==> config.mk <==
export PLATFORM = sky130hd
export DESIGN_NAME = sdr_burst_colgen
export DESIGN_NICKNAME = d
export VERILOG_FILES = /design/src/rtl/sdr_burst_pkg.sv /design/src/rtl/sdr_burst_cfg.sv /design/src/rtl/sdr_burst_ctrl.sv /design/src/rtl/sdr_burst_colmap.sv /design/src/rtl/sdr_burst_colgen.sv
export SDC_FILE = /design/constraint.sdc
export NUM_CORES = 1
export LEC_CHECK = 0
export CORE_ASPECT_RATIO = 1.5
export CORE_UTILIZATION = 59
export CTS_CLUSTER_DIAMETER = 60
export DETAILED_ROUTE_END_ITERATION = 16
export PLACE_DENSITY = 0.94
export SYNTH_ARGS = -nofsm -noshare
export SYNTH_HDL_FRONTEND = slang
export SYNTH_HIERARCHICAL = 1
export SYNTH_SLANG_ARGS = --single-unit
==> constraint.sdc <==
create_clock -name clk -period 3 [get_ports clk]
set_input_delay 0.6 -clock clk [delete_from_list [all_inputs] [get_ports clk]]
set_output_delay 0.6 -clock clk [all_outputs]
set_load 0.005 [all_outputs]
==> src/rtl/sdr_burst_pkg.sv <==
// Package: shared burst-length encodings for the column generator.
// Assumes a 3-bit length code; any unlisted value counts as a single beat.
package sdr_burst_pkg;
    typedef enum logic [2:0] {
        BLC_1    = 3'b000,
        BLC_2    = 3'b001,
        BLC_4    = 3'b010,
        BLC_8    = 3'b011,
        BLC_FULL = 3'b111
    } blen_code_e;
endpackage

==> src/rtl/sdr_burst_cfg.sv <==
// Module: sdr_burst_cfg
// Turns the length code, type bit and write/single-write setting into a
// window mask (BL-1), a full-page flag and an effective interleave flag.
// Assumes COL_W >= 3 so the eight-beat mask fits.
module sdr_burst_cfg
    import sdr_burst_pkg::*;
#(
    parameter int COL_W = 10
) (
    input  logic [2:0]       bl_code,
    input  logic             bt_ilv,
    input  logic             is_write,
    input  logic             wr_single,
    output logic [COL_W-1:0] mask,
    output logic             full,
    output logic             ilv
);
    // Decode length code into window mask, honouring single-column writes.
    always_comb begin
        mask = '0;
        full = 1'b0;
        if (!(is_write && wr_single)) begin
            case (bl_code)
                BLC_2:    mask = COL_W'(1);
                BLC_4:    mask = COL_W'(3);
                BLC_8:    mask = COL_W'(7);
                BLC_FULL: begin
                    mask = '1;
                    full = 1'b1;
                end
                default:  mask = '0;
            endcase
        end
        ilv = bt_ilv && !full;
    end
endmodule

==> src/rtl/sdr_burst_ctrl.sv <==
// Module: sdr_burst_ctrl
// Holds the burst state: validity, start column, beat counter and the
// captured settings. Start wins over terminate and over the last-beat end.
// Assumes the beat counter wraps naturally at 2**COL_W (full page).
module sdr_burst_ctrl #(
    parameter int COL_W = 10
) (
    input  logic             clk,
    input  logic             rst_n,
    input  logic             ce,
    input  logic             start,
    input  logic             term,
    input  logic [COL_W-1:0] col_start,
    input  logic [COL_W-1:0] cfg_mask,
    input  logic             cfg_full,
    input  logic             cfg_ilv,
    output logic             valid_q,
    output logic [COL_W-1:0] base_q,
    output logic [COL_W-1:0] cnt_q,
    output logic [COL_W-1:0] mask_q,
    output logic             full_q,
    output logic             ilv_q,
    output logic             last
);
    // Final beat of a fixed-length burst.
    assign last = valid_q && !full_q && (cnt_q == mask_q);

    // Burst state update, gated by the clock enable.
    always_ff @(posedge clk) begin
        if (!rst_n) begin
            valid_q <= 1'b0;
            base_q  <= '0;
            cnt_q   <= '0;
            mask_q  <= '0;
            full_q  <= 1'b0;
            ilv_q   <= 1'b0;
        end else if (ce) begin
            if (start) begin
                valid_q <= 1'b1;
                base_q  <= col_start;
                cnt_q   <= '0;
                mask_q  <= cfg_mask;
                full_q  <= cfg_full;
                ilv_q   <= cfg_ilv;
            end else if (valid_q && (term || last)) begin
                valid_q <= 1'b0;
            end else if (valid_q) begin
                cnt_q <= cnt_q + COL_W'(1);
            end
        end
    end
endmodule

==> src/rtl/sdr_burst_colmap.sv <==
// Module: sdr_burst_colmap
// Forms the column from start column, beat index and window mask. Bits
// outside the mask come from the start column; bits inside come from the
// sum (sequential) or the XOR (interleaved). Purely combinational.
module sdr_burst_colmap #(
    parameter int COL_W = 10
) (
    input  logic [COL_W-1:0] base,
    input  logic [COL_W-1:0] cnt,
    input  logic [COL_W-1:0] mask,
    input  logic             ilv,
    output logic [COL_W-1:0] col
);
    logic [COL_W-1:0] seq_sum;
    logic [COL_W-1:0] ilv_mix;

    // Candidate low-bit values for both orderings.
    assign seq_sum = base + cnt;
    assign ilv_mix = base ^ cnt;

    // Per-bit select between fixed upper bits and the ordered low bits.
    for (genvar i = 0; i < COL_W; i++) begin : g_bit
        assign col[i] = mask[i] ? (ilv ? ilv_mix[i] : seq_sum[i]) : base[i];
    end
endmodule

==> src/rtl/sdr_burst_colgen.sv <==
// Module: sdr_burst_colgen (top)
// SDRAM burst column generator: captures a start column and burst settings
// on start, then emits one column per enabled clock, with last-beat flag,
// early termination and burst-aligned wrap. Assumes synchronous active-low
// reset and that the caller asserts start only for read/write commands.
module sdr_burst_colgen #(
    parameter int COL_W = 10
) (
    input  logic             clk,
    input  logic             rst_n,
    input  logic             ce,
    input  logic             start,
    input  logic             is_write,
    input  logic             term,
    input  logic [COL_W-1:0] col_start,
    input  logic [2:0]       bl_code,
    input  logic             bt_ilv,
    input  logic             wr_single,
    output logic [COL_W-1:0] col_out,
    output logic             beat_valid,
    output logic             last_beat
);
    logic [COL_W-1:0] cfg_mask;
    logic             cfg_full;
    logic             cfg_ilv;
    logic [COL_W-1:0] base_q;
    logic [COL_W-1:0] cnt_q;
    logic [COL_W-1:0] mask_q;
    logic             full_q;
    logic             ilv_q;

    sdr_burst_cfg #(.COL_W(COL_W)) u_cfg (
        .bl_code   (bl_code),
        .bt_ilv    (bt_ilv),
        .is_write  (is_write),
        .wr_single (wr_single),
        .mask      (cfg_mask),
        .full      (cfg_full),
        .ilv       (cfg_ilv)
    );

    sdr_burst_ctrl #(.COL_W(COL_W)) u_ctrl (
        .clk       (clk),
        .rst_n     (rst_n),
        .ce        (ce),
        .start     (start),
        .term      (term),
        .col_start (col_start),
        .cfg_mask  (cfg_mask),
        .cfg_full  (cfg_full),
        .cfg_ilv   (cfg_ilv),
        .valid_q   (beat_valid),
        .base_q    (base_q),
        .cnt_q     (cnt_q),
        .mask_q    (mask_q),
        .full_q    (full_q),
        .ilv_q     (ilv_q),
        .last      (last_beat)
    );

    sdr_burst_colmap #(.COL_W(COL_W)) u_map (
        .base (base_q),
        .cnt  (cnt_q),
        .mask (mask_q),
        .ilv  (ilv_q),
        .col  (col_out)
    );
endmodule

# Word-level counts from Yosys, hierarchy flattened
# Cells that the tools add are included.
[op_classes]
n_addsub = 2
eq_ne = 6
mux = 29
bitwise_logic = 1
n_reduce_logical = 13
[op_table]
columns = ["op", "n"]
rows = [
  ["10-bit two-way mux", 4],
  ["10-bit case mux with 4 select lines", 1],
  ["1-bit two-way mux", 24],
  ["10-bit by 1-bit adder with 10-bit output (second input constant)", 1],
  ["10-bit adder", 1],
  ["10-bit == test", 1],
  ["10-bit XOR", 1],
  ["3-bit by 2-bit == test with 1-bit output (second input constant)", 2],
  ["1-bit logical AND", 5],
  ["2-bit AND reduction", 2],
  ["2-bit nonzero test", 2],
  ["3-bit by 1-bit == test with 1-bit output (second input constant)", 1],
  ["3-bit == test (second input constant)", 1],
  ["3-bit AND reduction", 1],
  ["1-bit logical NOT", 2],
  ["2-bit inequality test (second input constant)", 1],
  ["1-bit logical OR", 1],
]
[word_totals]
register_bits = 33
inputBits = 21
output_inout_bits = 12
word_cells = 57

# Logic depth before layout (Yosys ltp)
[logic_depth]
word_depth = 7
ltp_mapped = 8
ltp_nobuf = 8

# Cells and area by module
# The synthesis kept the hierarchy.
[by_module_without_submodules]
columns = ["module", "instances", "cells_each", "area_per_inst_um2", "seq_area_each_um2"]
rows = [
  ["sdr_burst_ctrl", 1, 192, 1585.3, 660.6],
  ["sdr_burst_colmap", 1, 77, 554.3, 0.0],
  ["sdr_burst_cfg", 1, 16, 113.9, 0.0],
]

# Worst setup path before layout
# OpenSTA, ideal clock, no wires.
[synth_timing]
path_type = "register -> output"
startpoint = "register u_ctrl.cnt_q[0]"
endpoint = "output col_out[8]"
arrival_ns = 1.712
required_time_ns = 2.400
setup_slack_ns = 0.688
stages_incl_launch_ff = 9
path_buffers = 0
cell_sequence = "dfxtp_1 ha_1 fa_1 a21o_1 a21o_1 a21oi_1 nor2_1 xnor2_1 a21oi_1"
[synth_between]
elab_chain_len = 3
[synth_lines]
columns = ["element", "line_no", "source"]
rows = [
  ["start, declared", "sdr_burst_ctrl.sv:19", "output logic [COL_W-1:0] cnt_q,"],
  ["start signal, assigned", "sdr_burst_ctrl.sv:48", "cnt_q <= cnt_q + COL_W'(1);"],
  ["10-bit adder", "sdr_burst_colmap.sv:18", "assign seq_sum = base + cnt;"],
  ["1-bit two-way mux (2 in a row)", "sdr_burst_colmap.sv:23", "assign col[i] = mask[i] ? (ilv ? ilv_mix[i] : seq_sum[i]) : base[i];"],
  ["end, declared", "sdr_burst_colgen.sv:19", "output logic [COL_W-1:0] col_out,"],
]
# No other way between the ends.

# Worst setup path in the final report
[layout_timing]
startpoint = "register u_ctrl.cnt_q[1]"
endpoint = "output col_out[5]"
# Same word-level chain as after synthesis.

==> insert_results.sql <==
INSERT INTO impl_metrics (metric_group, metric, value, unit) VALUES
('pwr', 'ir_drop', '0.3463', 'mV'),
('pwr', 'total_leakage_power', '0.001056', 'uW'),
('sta', 'timing.max_slew.rel_slack', '72.82', '%'),
('hold_path', 'holdCritPathClass', 'reg -> reg', ''),
('routing', 'vias', '2270', ''),
('routing', 'dr.first_iter.drc_count', '129', ''),
('yosys', 'yosysWarningCount', '6', ''),
('cells_and_area', 'nNetsFinal', '351', ''),
('yosys', 'yosys_most_used_dff', 'sky130_fd_sc_hd__dfxtp_1', ''),
('grt', 'grt_pass1_vias', '2183', ''),
('setup_path', 'worst_path_max_delay_cell', 'sky130_fd_sc_hd__clkdlybuf4s50_1', ''),
('clocking', 'clk_root_buffer_cell', 'sky130_fd_sc_hd__clkbuf_8', ''),
('routing', 'top_routing_layer_in_use', 'met4', ''),
('grt', 'initial_antenna_violation_count', '0', ''),
('die', 'die_width', '52.46', 'um'),
('yosys', 'dominant_combinational_cell_family_by_area_after_synthesis', 'simple AND/OR/NAND/NOR gates', ''),
('sta', 'skew', '0.004925', 'ns'),
('cells_and_area', 'final_util', '75.48', '%'),
('cells_and_area', 'post_route_cells_drive_above_1_share', '14.37', '%'),
('cells_and_area', 'antenna-diode-count', '0', ''),
('yosys', 'fraction_of_registers_with_async_set_or_reset_after_synthesis', '0', '%'),
('setup_path', 'worst_setup_path_start_kind', 'flip-flop', ''),
('setup_path', 'slowest_delay', '0.52', 'ns'),
('setup_path', 'worst-setup-path-type', 'reg -> out', ''),
('yosys', 'postSynthCellCount', '285', ''),
('clocking', 'cts_max_path_buffers', '2', ''),
('yosys', 'synth.avg_cell_area', '7.907', 'sq um'),
('yosys', 'synth_compound_gate_area_share', '21.27', '%'),
('yosys', 'ys_seq_area_share', '29.32', '%'),
('sta', 'fin_crit_sh', '97.37', '%'),
('placed_design', 'place_inst', '352', ''),
('setup_path', 'crit_fanout', '5', ''),
('die', 'chipHeight', '77.69', 'um'),
('sta', 'timing.final.crit_period', '2.921', 'ns'),
('routing', 'drc_errors', '0', ''),
('yosys', 'mappedNetlistNets', '317', ''),
('cells_and_area', 'area_delta_synth_final', '22.21', '%'),
('sta', 'setup_slack', '0.07885', 'ns'),
('die', 'floorplan.core_area', '0.003649', 'sq mm'),
('clocking', 'htreeDepth', '2', ''),
('setup_path', 'critical_path_capture_point_type', 'output pin', ''),
('yosys', 'synth-xor-area-share', '6.607', '%'),
('outcome', 'status', 'completed', ''),
('sta', 'timing.final.setup_violations', '0', ''),
('job', 'maxCapViolCount', '0', ''),
('sta', 'final_hold_violation_count', '0', ''),
('sta', 'final_max_slew_viol_count', '0', ''),
('yosys', 'post_synth_mux_area_share', '3.609', '%'),
('placed_design', 'place.detailed.hpwl', '4133', 'um'),
('die', 'full_die_area', '0.004076', 'sq mm'),
('clocking', 'clock_tree_from_tritoncts', 'built', ''),
('sta', 'clock.fmax', '342.3', 'MHz'),
('routing', 'wl_met3', '352', 'um'),
('routing', 'wl_met1', '2301', 'um'),
('placed_design', 'placement.setup.worst_slack', '0.1281', 'ns'),
('grt', 'grt_max_degree', '37', ''),
('setup_path', 'worst_ep_arrival_time', '2.32', 'ns'),
('placed_design', 'portBuffers', '32', ''),
('clocking', 'worst_setup_hold_path_clk_slew', '0.06', 'ns'),
('routing', 'post_drt_wl_per_cell', '16.55', 'um'),
('placed_design', 'routabilityCongestion', '0.9839', ''),
('clocking', 'cts.sink_count', '33', ''),
('yosys', 'syn_area', '0.002253', 'sq mm'),
('yosys', 'yosys_register_bits', '33', ''),
('pwr', 'power.density', '338.9', 'mW/mm^2'),
('clocking', 'numCtsBuffers', '5', ''),
('routing', 'route.antenna.remaining_nets', '0', ''),
('die', 'fp-row-count', '27', ''),
('grt', 'grt_pass1_wl', '9453', 'um'),
('die', 'number_of_primary_i_o_pins', '33', ''),
('clocking', 'worstSkewPairLatency', '0.29', 'ns');
logic make-up (layout without fill, tap and decap cells):
| group | after synthesis | count (layout) |
|---|---|---|
| compound gates | 69 | 69 |
| xor+xnor | 17 | 17 |
| fa+ha+maj | 11 | 11 |
| buf+inv | 21 | 56 |
| flops | 33 | 33 |
| mux | 7 | 7 |
| simple gates | 127 | 127 |
worst max-delay path: cells and delay by family (launching register included):
kind,cells,cell delay [ns]
flops,1,0.37
buf+inv,1,0.52
simple gates,1,0.12
fa+ha+maj,1,0.27
compound gates,4,0.60
xor+xnor,1,0.17
routing by layer:
metal / up-vias / GRT usage, %
li1: 1063 / -
met1: 1088 / 33.05
met2: 101 / 53.92
met3: 18 / 6.078
met4: 0 / 17.37
met5: - / 0
flip-flops by register name, indices dropped and copies added, names as in the netlist:
register and count:
u_ctrl/base_q 10, u_ctrl/full_q 1, u_ctrl/ilv_q 1, u_ctrl/valid_q 1, u_ctrl/mask_q 10, u_ctrl/cnt_q 10
layout make-up:
| class | instances | area, sq um |
|---|---|---|
| well taps | 43 | 53.80 |
| flip-flops and latches | 33 | 668.1 |
| inverters | 4 | 15.01 |
| fillers | 248 | 894.6 |
| clock buffers | 8 | 80.08 |
| multi-input cells | 231 | 1529 |
| repair buffers | 44 | 407.9 |
stage by stage:
| step | setup TNS [ns] | hold WS, ns | cell area [sq um] |
|---|---|---|---|
| after detailed placement | 0 | 0.4827 | 2603 |
| after global routing | -0.001550 | 0.5152 | 2754 |
| after floorplan | 0 | 0.4438 | 2253 |
| after global placement | 0 | 0.4664 | 2603 |
| after CTS | 0 | 0.4955 | 2708 |
| final | 0 | 0.4989 | 2754 |
timing repair:
item                                    in CTS  in global routing
setup buffers                                0                  3
gates resized for setup                      9                  5
hold buffers                                 0                  0
pin swaps                                    0                  4
endpoints found under the setup margin       5                  3
power breakdown:
group	switching, uW	internal (uW)	leakage (uW)
logic	74.1	79.4	0.000748
registers	12.4	448	0.000269
clock network	155	165	0.0000395
synth_stat cells (2+ instances only):
master | n | area [sq um]
sky130_fd_sc_hd__nand2_1 | 59 | 221.5
sky130_fd_sc_hd__a21o_1 | 3 | 22.52
sky130_fd_sc_hd__inv_1 | 4 | 15.01
sky130_fd_sc_hd__a32o_1 | 2 | 20.02
sky130_fd_sc_hd__mux2_4 | 2 | 30.03
sky130_fd_sc_hd__buf_2 | 2 | 10.01
sky130_fd_sc_hd__or2_2 | 2 | 12.51
sky130_fd_sc_hd__and4_2 | 2 | 20.02
sky130_fd_sc_hd__nor3_1 | 5 | 25.02
sky130_fd_sc_hd__and3_2 | 2 | 15.01
sky130_fd_sc_hd__nor2_1 | 18 | 67.56
sky130_fd_sc_hd__buf_4 | 7 | 52.55
sky130_fd_sc_hd__o21ai_0 | 4 | 20.02
sky130_fd_sc_hd__mux2i_1 | 4 | 40.04
sky130_fd_sc_hd__and3_1 | 3 | 18.77
sky130_fd_sc_hd__and4_1 | 3 | 26.28
sky130_fd_sc_hd__a31oi_1 | 2 | 12.51
sky130_fd_sc_hd__xnor2_1 | 16 | 140.1
sky130_fd_sc_hd__a21oi_1 | 20 | 100.1
sky130_fd_sc_hd__ha_1 | 10 | 125.1
sky130_fd_sc_hd__clkbuf_1 | 8 | 30.03
sky130_fd_sc_hd__a21boi_0 | 25 | 187.7
sky130_fd_sc_hd__nand4_1 | 4 | 25.02
sky130_fd_sc_hd__nor2b_1 | 5 | 31.28
sky130_fd_sc_hd__dfxtp_1 | 33 | 660.6
sky130_fd_sc_hd__nand3b_1 | 2 | 15.01
sky130_fd_sc_hd__nand3_1 | 9 | 45.04
placed cells by master, fill, tap and decap left out, drive strengths merged, types with 3 or more instances in the layout:
cell type and n:
nand2 60, ha 10, inv 4, dlygate4sd2 4
and4 6, a21boi 25, a31oi 3, nand4 5
xnor2 16, mux2 3, clkbuf 8, buf 12
dfxtp 33, nor3 5, nor2 18, and3 5
mux2i 4, clkdlybuf4s50 27, a21oi 21, nand3 10
o21ai 6, nor2b 6, a21o 3
path summary, 6_finish.rpt:
kind	from	endpoint	slack, ns	cells past startpoint
worst min register to register	u_ctrl/base_q[3]$_SDFFE_PN0P_	u_ctrl/base_q[3]$_SDFFE_PN0P_	0.50	2
worst max-delay path	u_ctrl/cnt_q[1]$_SDFFE_PN0P_	col_out[5]	0.08	8
worst min-delay path	u_ctrl/base_q[3]$_SDFFE_PN0P_	u_ctrl/base_q[3]$_SDFFE_PN0P_	0.50	2
worst max register to register	u_ctrl/cnt_q[6]$_SDFFE_PN0P_	u_ctrl/cnt_q[5]$_SDFFE_PN0P_	1.08	6
(Power assumes the default switching activity.)
